--- src/rtl/secbank_pkg.sv ---
package secbank_pkg;

  localparam int IDX_W = 8;

  typedef enum logic [1:0] {
    SEL_NONE = 2'd0,
    SEL_UDI  = 2'd1,
    SEL_CDI  = 2'd2,
    SEL_SCR  = 2'd3
  } rd_sel_e;

  typedef struct packed {
    logic             wrCdi;
    logic             wrAddrScr;
    logic             wrDataScr;
    logic             rdEn;
    rd_sel_e          rdSel;
    logic [IDX_W-1:0] idx;
    logic             udiOpen;
  } bank_stb_t;

endpackage

--- src/rtl/secbank_ctrl.sv ---
module secbank_ctrl
  import secbank_pkg::*;
#(
  parameter int          ADDR_W    = 8,
  parameter int          CDI_WORDS = 8,
  parameter int          UDI_BASE  = 'h20,
  parameter int          CDI_BASE  = 'h40,
  parameter int          SCR_BASE  = 'h60,
  parameter logic [31:0] APP_START = 32'h4000_0000
) (
  input  logic              clk,
  input  logic              rstN,
  input  logic              busCs,
  input  logic              busWe,
  input  logic [ADDR_W-1:0] busAddr,
  input  logic [31:0]       fetchAddr,
  input  logic              fetchValid,
  input  logic              syscall,
  output logic              appMode,
  output bank_stb_t         stb
);

  localparam logic [ADDR_W-1:0] UDI_A0 = ADDR_W'(UDI_BASE);
  localparam logic [ADDR_W-1:0] UDI_A1 = ADDR_W'(UDI_BASE + 1);
  localparam logic [ADDR_W-1:0] CDI_A  = ADDR_W'(CDI_BASE);
  localparam logic [ADDR_W-1:0] SCR_A0 = ADDR_W'(SCR_BASE);
  localparam logic [ADDR_W-1:0] SCR_A1 = ADDR_W'(SCR_BASE + 1);
  localparam logic [ADDR_W-1:0] CDI_N  = ADDR_W'(CDI_WORDS);

  logic              appModeReg;
  logic              privileged;
  logic              fetchHit;
  logic [ADDR_W-1:0] cdiOff;
  logic              hitUdi;
  logic              hitCdi;
  logic              hitAddrScr;
  logic              hitDataScr;
  logic              wrAccess;
  logic              rdAccess;

  assign fetchHit = fetchValid && (fetchAddr == APP_START);

  always_ff @(posedge clk) begin
    if (!rstN) begin
      appModeReg <= 1'b0;
    end else if (fetchHit) begin
      appModeReg <= 1'b1;
    end
  end

  assign appMode    = appModeReg;
  assign privileged = !appModeReg || syscall;

  assign cdiOff     = busAddr - CDI_A;
  assign hitCdi     = cdiOff < CDI_N;
  assign hitUdi     = (busAddr == UDI_A0) || (busAddr == UDI_A1);
  assign hitAddrScr = busAddr == SCR_A0;
  assign hitDataScr = busAddr == SCR_A1;
  assign wrAccess   = busCs && busWe && privileged;
  assign rdAccess   = busCs && !busWe;

  always_comb begin
    stb           = '0;
    stb.udiOpen   = privileged;
    stb.rdEn      = rdAccess;
    stb.wrCdi     = wrAccess && hitCdi;
    stb.wrAddrScr = wrAccess && hitAddrScr;
    stb.wrDataScr = wrAccess && hitDataScr;
    if (hitCdi) begin
      stb.rdSel = SEL_CDI;
      stb.idx   = IDX_W'(cdiOff);
    end else if (hitUdi) begin
      stb.rdSel = SEL_UDI;
      stb.idx   = IDX_W'(busAddr == UDI_A1);
    end else if (hitAddrScr || hitDataScr) begin
      stb.rdSel = SEL_SCR;
    end else begin
      stb.rdSel = SEL_NONE;
    end
  end

  // a fetch from the application start enters application mode
  p_enter_app_r2: assert property (@(posedge clk) disable iff (!rstN)
    (fetchValid && fetchAddr == APP_START) |=> appMode);

  // application mode is left only through reset
  p_mode_sticky_r3: assert property (@(posedge clk) disable iff (!rstN)
    appMode |=> appMode);

  // no write strobe leaves control while locked
  p_locked_no_write_r6: assert property (@(posedge clk) disable iff (!rstN)
    (appMode && !syscall) |-> !(stb.wrCdi || stb.wrAddrScr || stb.wrDataScr));

endmodule

--- src/rtl/secbank_dp.sv ---
module secbank_dp
  import secbank_pkg::*;
#(
  parameter int          CDI_WORDS  = 8,
  parameter int          SCR_ADDR_W = 15,
  parameter logic [31:0] UDI_WORD0  = 32'h0001_0203,
  parameter logic [31:0] UDI_WORD1  = 32'h0405_0607
) (
  input  logic                      clk,
  input  logic                      rstN,
  input  bank_stb_t                 stb,
  input  logic [31:0]               busWdata,
  output logic [31:0]               busRdata,
  output logic [63:0]               udiView,
  output logic [32*CDI_WORDS-1:0]   cdiFlat,
  output logic [SCR_ADDR_W-1:0]     ramAddrScramble,
  output logic [31:0]               ramDataScramble
);

  localparam int CDI_IDX_W = (CDI_WORDS > 1) ? $clog2(CDI_WORDS) : 1;

  logic [31:0]           cdiWord [CDI_WORDS];
  logic [SCR_ADDR_W-1:0] addrScrReg;
  logic [31:0]           dataScrReg;
  logic [31:0]           rdNext;
  logic [31:0]           udiSel;

  for (genvar i = 0; i < CDI_WORDS; i++) begin : g_cdi
    always_ff @(posedge clk) begin
      if (!rstN) begin
        cdiWord[i] <= '0;
      end else if (stb.wrCdi && stb.idx[CDI_IDX_W-1:0] == CDI_IDX_W'(i)) begin
        cdiWord[i] <= busWdata;
      end
    end
    assign cdiFlat[32*i +: 32] = cdiWord[i];
  end

  always_ff @(posedge clk) begin
    if (!rstN) begin
      addrScrReg <= '0;
      dataScrReg <= '0;
    end else begin
      if (stb.wrAddrScr) addrScrReg <= busWdata[SCR_ADDR_W-1:0];
      if (stb.wrDataScr) dataScrReg <= busWdata;
    end
  end

  assign ramAddrScramble = addrScrReg;
  assign ramDataScramble = dataScrReg;
  assign udiView         = stb.udiOpen ? {UDI_WORD1, UDI_WORD0} : 64'h0;
  assign udiSel          = stb.idx[0] ? udiView[63:32] : udiView[31:0];

  always_comb begin
    case (stb.rdSel)
      SEL_UDI: rdNext = udiSel;
      SEL_CDI: rdNext = cdiWord[stb.idx[CDI_IDX_W-1:0]];
      default: rdNext = 32'h0;
    endcase
  end

  always_ff @(posedge clk) begin
    if (!rstN) begin
      busRdata <= '0;
    end else if (stb.rdEn) begin
      busRdata <= rdNext;
    end
  end

  // identity words only move on a write strobe
  p_cdi_hold_r6: assert property (@(posedge clk) disable iff (!rstN)
    !stb.wrCdi |=> $stable(cdiFlat));

  // scramble values only move on their strobes
  p_scr_hold_r9: assert property (@(posedge clk) disable iff (!rstN)
    !(stb.wrAddrScr || stb.wrDataScr) |=> ($stable(ramAddrScramble) && $stable(ramDataScramble)));

  // scramble registers read back as zero
  p_scr_read_zero_r8: assert property (@(posedge clk) disable iff (!rstN)
    (stb.rdEn && stb.rdSel == SEL_SCR) |=> busRdata == 32'h0);

  // read data only changes after a read strobe
  p_rd_hold_r10: assert property (@(posedge clk) disable iff (!rstN)
    !stb.rdEn |=> $stable(busRdata));

endmodule

--- src/rtl/secbank_top.sv ---
module secbank_top
  import secbank_pkg::*;
#(
  parameter int          ADDR_W     = 8,
  parameter int          CDI_WORDS  = 8,
  parameter int          SCR_ADDR_W = 15,
  parameter int          UDI_BASE   = 'h20,
  parameter int          CDI_BASE   = 'h40,
  parameter int          SCR_BASE   = 'h60,
  parameter logic [31:0] APP_START  = 32'h4000_0000,
  parameter logic [31:0] UDI_WORD0  = 32'h0001_0203,
  parameter logic [31:0] UDI_WORD1  = 32'h0405_0607
) (
  input  logic                    clk,
  input  logic                    rstN,
  input  logic                    busCs,
  input  logic                    busWe,
  input  logic [ADDR_W-1:0]       busAddr,
  input  logic [31:0]             busWdata,
  input  logic [31:0]             fetchAddr,
  input  logic                    fetchValid,
  input  logic                    syscall,
  output logic [31:0]             busRdata,
  output logic                    appMode,
  output logic [63:0]             udiView,
  output logic [32*CDI_WORDS-1:0] cdiFlat,
  output logic [SCR_ADDR_W-1:0]   ramAddrScramble,
  output logic [31:0]             ramDataScramble
);

  bank_stb_t stb;

  secbank_ctrl #(
    .ADDR_W(ADDR_W), .CDI_WORDS(CDI_WORDS), .UDI_BASE(UDI_BASE),
    .CDI_BASE(CDI_BASE), .SCR_BASE(SCR_BASE), .APP_START(APP_START)
  ) u_ctrl (
    .clk(clk), .rstN(rstN), .busCs(busCs), .busWe(busWe), .busAddr(busAddr),
    .fetchAddr(fetchAddr), .fetchValid(fetchValid), .syscall(syscall),
    .appMode(appMode), .stb(stb)
  );

  secbank_dp #(
    .CDI_WORDS(CDI_WORDS), .SCR_ADDR_W(SCR_ADDR_W),
    .UDI_WORD0(UDI_WORD0), .UDI_WORD1(UDI_WORD1)
  ) u_dp (
    .clk(clk), .rstN(rstN), .stb(stb), .busWdata(busWdata),
    .busRdata(busRdata), .udiView(udiView), .cdiFlat(cdiFlat),
    .ramAddrScramble(ramAddrScramble), .ramDataScramble(ramDataScramble)
  );

endmodule

--- config.mk ---
export PLATFORM = sky130hd
export DESIGN_NAME = secbank_top
export DESIGN_NICKNAME = d
export VERILOG_FILES = /design/src/rtl/secbank_pkg.sv /design/src/rtl/secbank_ctrl.sv /design/src/rtl/secbank_dp.sv /design/src/rtl/secbank_top.sv
export SDC_FILE = /design/constraint.sdc
export NUM_CORES = 1
export LEC_CHECK = 0
export BUFFER_PORTS_ARGS = -buffer_cell sky130_fd_sc_hd__buf_2
export CAP_MARGIN = 20
export CORE_MARGIN = 2
export CORE_UTILIZATION = 30
export CTS_BUF_LIST = sky130_fd_sc_hd__clkbuf_4 sky130_fd_sc_hd__clkbuf_8 sky130_fd_sc_hd__clkbuf_16
export CTS_CLUSTER_DIAMETER = 150
export DETAILED_ROUTE_END_ITERATION = 6
export PLACE_DENSITY = 0.61
export SETUP_SLACK_MARGIN = 0.4
export SYNTH_ARGS = -nofsm -noshare
export SYNTH_HDL_FRONTEND = slang
export SYNTH_SLANG_ARGS = --single-unit
--- constraint.sdc ---
create_clock -name clk -period 5.3 [get_ports clk]
set_clock_uncertainty 0.1 [all_clocks]
set_input_delay 0 -clock clk [delete_from_list [all_inputs] [get_ports clk]]
set_output_delay 0 -clock clk [all_outputs]
set_load 0.02 [all_outputs]
==> results.md <==
- Largest net degree at the start of global routing: 59
- Largest family of logic cells by synthesized area: simple AND/OR/NAND/NOR gates
- Pwr Total: 6.247 mW
- Synthesis Warnings: 0
- Hold_buf cts: 48
- Slew Limit Fails: 0
- First-pass GRT wire length: 84640 um
- Crit share post-route: 64.58%
- Number of global-route vias before repair: 11990
- Setup bufs post-CTS: 0
- Synth Instances: 1293
- Switching share of power: 25.91%
- Mux contribution to synthesized area: 4.872%
- Sequential cell area: 9289 um2
- Post-synth EDFFs: 256
- IO Port Bufs: 425
- Final #Nets: 1814
- Hold Crit Class: input port to register
- Power share of the sequential group: 48.4%
- # resized after CTS: 0
- TritonCTS clock tree: built
- Simple-Gate Fraction of Synth Area: 18.77%
- Worst Tran Pin Value: 1101 ps
- Share of total power in combinational logic: 9.6%
- Worst slack at placement: 1826 ps
- Critical Path AT: 3520 ps
- Initial antenna violation count: 0
- Synth top area share: 49.97%
- Critical path launch point type: input port
- Total of max-cap violations: 0
- Worst setup margin: 1877 ps
- Count of cell types in the netlist: 64
- Routed Antenna Nets: 0
- RSZ-0062 raised after global routing: false
- Global Route Usage Sum: 22.03%
- Max Fclk: 0.2922 GHz
- Routed WL: 60300 um
- Die X: 230.4 um
- Top cells by count, synth: and2_1, edfxtp_1, nand2_1
- H-Tree Level Count: 2
- DRC viols: 0
- Final number of hold-violating endpoints: 0
- Most used DFF post-synth: edfxtp_1
- Clk buf depth: 3
- N_diodes: 0
- Post-Synth XOR/XNOR Area: 0%
- Count leader, synth: and2_1
- Final Setup Violations: 0
- First DRT Iteration DRCs: 1104
- PwrDens: 315.7 nW/um2
- Clock sink total: 336
- LEAKAGE: 8.262 nW
- Critical Path Fanout Max: 20
- P_int: 4.629 mW
- Yosys reg bits: 336
- Io pins: 478
- Row cnt: 82
- Worst rel slew slack: 26.07%
- Clock transition at path regs: 60 ps
- Period minus WS final: 3423 ps
- Status: complete, no violations
- Wire per inst: 24.75 um
- CTS root buffer: clkbuf_16
- Dpl hpwl: 42610 um
- Clock Latency Late Sink: 550 ps
- CP Capture Type: register
- Synth Area in Compound Gates: 10.17%
- Maximum vdd drop: 0.1970 mV
- Net Sw Power: 1.618 mW
- Total gr overflow: 0
- Setup_tns: 0 ps
- Main area contributors after synthesis: edfxtp_1, and2_1, dfxtp_1, mux2i_1, nand2_1
- P&R area growth vs syn: 28.62%
- Worst path required time: 5400 ps
- Mapped Avg Cell Area: 11.90 um2
- Vias/cell: 4.984
- Die Ht: 230.4 um
- DRT Pass-1 Iters: 6
- Layout cells sized above 1: 31.44%
- Adder-cell area share of the yosys netlist: 0%
- Fillers: 4861
- GPL Wtd Cong: 0.8844
- Core region area: 50380 um2
- Initial core utilization: 30.54%
- Post-synth ARST share: 0%
- Power share of the clock group: 42.0%
- CTS buffer count: 39
- Post-synthesis sequential area ratio: 60.38%
- Leading area contributor after synthesis: edfxtp_1
- Area of the multi-input gates: 5569 um2
- Routed vias: 12150
- Die area: 53100 um2
- Crit Path Class: input port to register
- Netlist Area Pre-Place: 15380 um2
[layout make-up]
cell class	count	share of cell area (%)
clock buffer	58	5.875
clock inverter	12	0.3604
inverter	7	0.1328
multi-input combinational	854	28.15
sequential	336	46.95
tap	672	4.249
timing repair buffer	498	14.29
[power groups by stage]
stage / logic, mW / registers [mW] / clock network, mW
floorplan: 0.198 / 3.18 / 0
global placement: 0.576 / 3.08 / 0
detailed placement: 0.583 / 3.08 / 0
CTS: 0.607 / 3.02 / 2.67
global route: 0.635 / 3.03 / 2.77
finish: 0.601 / 3.02 / 2.62
[registers in the layout, indices dropped and copies added, names as in the netlist]
name	cells
u_dp.ramDataScramble	32
u_ctrl.appMode	1
u_dp.ramAddrScramble	15
u_dp.cdiWord	256
u_dp.busRdata	32
[metrics by stage]
step,util [%],cells,hold slack (ps),area [um2]
6_report,39.28,2437,62.02,19790
5_1_grt,39.28,2437,81.70,19790
4_1_cts,39.25,2436,10.10,19770
3_5_place_dp,35.85,2318,222.7,18060
3_3_place_gp,35.79,2317,209.8,18030
2_1_floorplan,-,1344,34.89,15570
[critical path, stage by stage]
cell           delay (ps)
dlygate4sd3_1         540
buf_2                 150
or4b_1                480
buf_4                 260
nor3_2                330
nand2_1               330
o31ai_4               930
buf_4                 460
[path summary, 6_finish.rpt]
path                             from                        to  slack, ps  cells after the start
max                        busAddr[4]       u_dp.cdiWord[6][31]       1880                      8
max reg2reg            u_ctrl.appMode       u_dp.cdiWord[6][31]       2100                      5
min reg2reg  u_dp.ramDataScramble[21]  u_dp.ramDataScramble[21]        350                      2
min                             busCs         u_dp.busRdata[31]         60                      6
[cells by family after synthesis]
group / after synthesis
flops: 336
buf+inv: 154
simple gates: 523
compound gates: 205
mux: 74
other cells: 1
[cell usage in the layout (no fill, tap or decap), types with 5 or more instances in the layout]
| cell type | instances |
|---|---|
| and2_1 | 257 |
| nor2_4 | 7 |
| nand4_1 | 14 |
| a211oi_1 | 5 |
| buf_4 | 25 |
| nor2b_1 | 17 |
| o21ai_0 | 10 |
| o31a_1 | 7 |
| conb_1 | 52 |
| a2111oi_0 | 7 |
| mux2i_1 | 67 |
| nand3_1 | 20 |
| clkinv_2 | 7 |
| buf_2 | 423 |
| nor4_1 | 5 |
| clkbuf_4 | 12 |
| edfxtp_1 | 256 |
| o21ai_1 | 24 |
| a21boi_1 | 32 |
| o22ai_1 | 6 |
| o211ai_1 | 6 |
| nor3_1 | 7 |
| a21oi_1 | 12 |
| nand2_1 | 155 |
| inv_1 | 6 |
| nor2_1 | 11 |
| mux2_2 | 7 |
| o21ai_4 | 6 |
| dlygate4sd3_1 | 48 |
| clkbuf_16 | 39 |
| dfxtp_1 | 80 |
| a22oi_1 | 14 |
| o311a_1 | 42 |
| clkbuf_8 | 7 |
[metal layers]
layer / routed length [um] / vias up / track usage (%)
met5: 0 / - / 0
met4: 1795 / 0 / 7.198
met3: 4387 / 98 / 3.990
met2: 29520 / 612 / 37.93
met1: 24600 / 5997 / 27.92
li1: - / 5439 / -
Note: power is estimated with default switching activity, not from simulation.
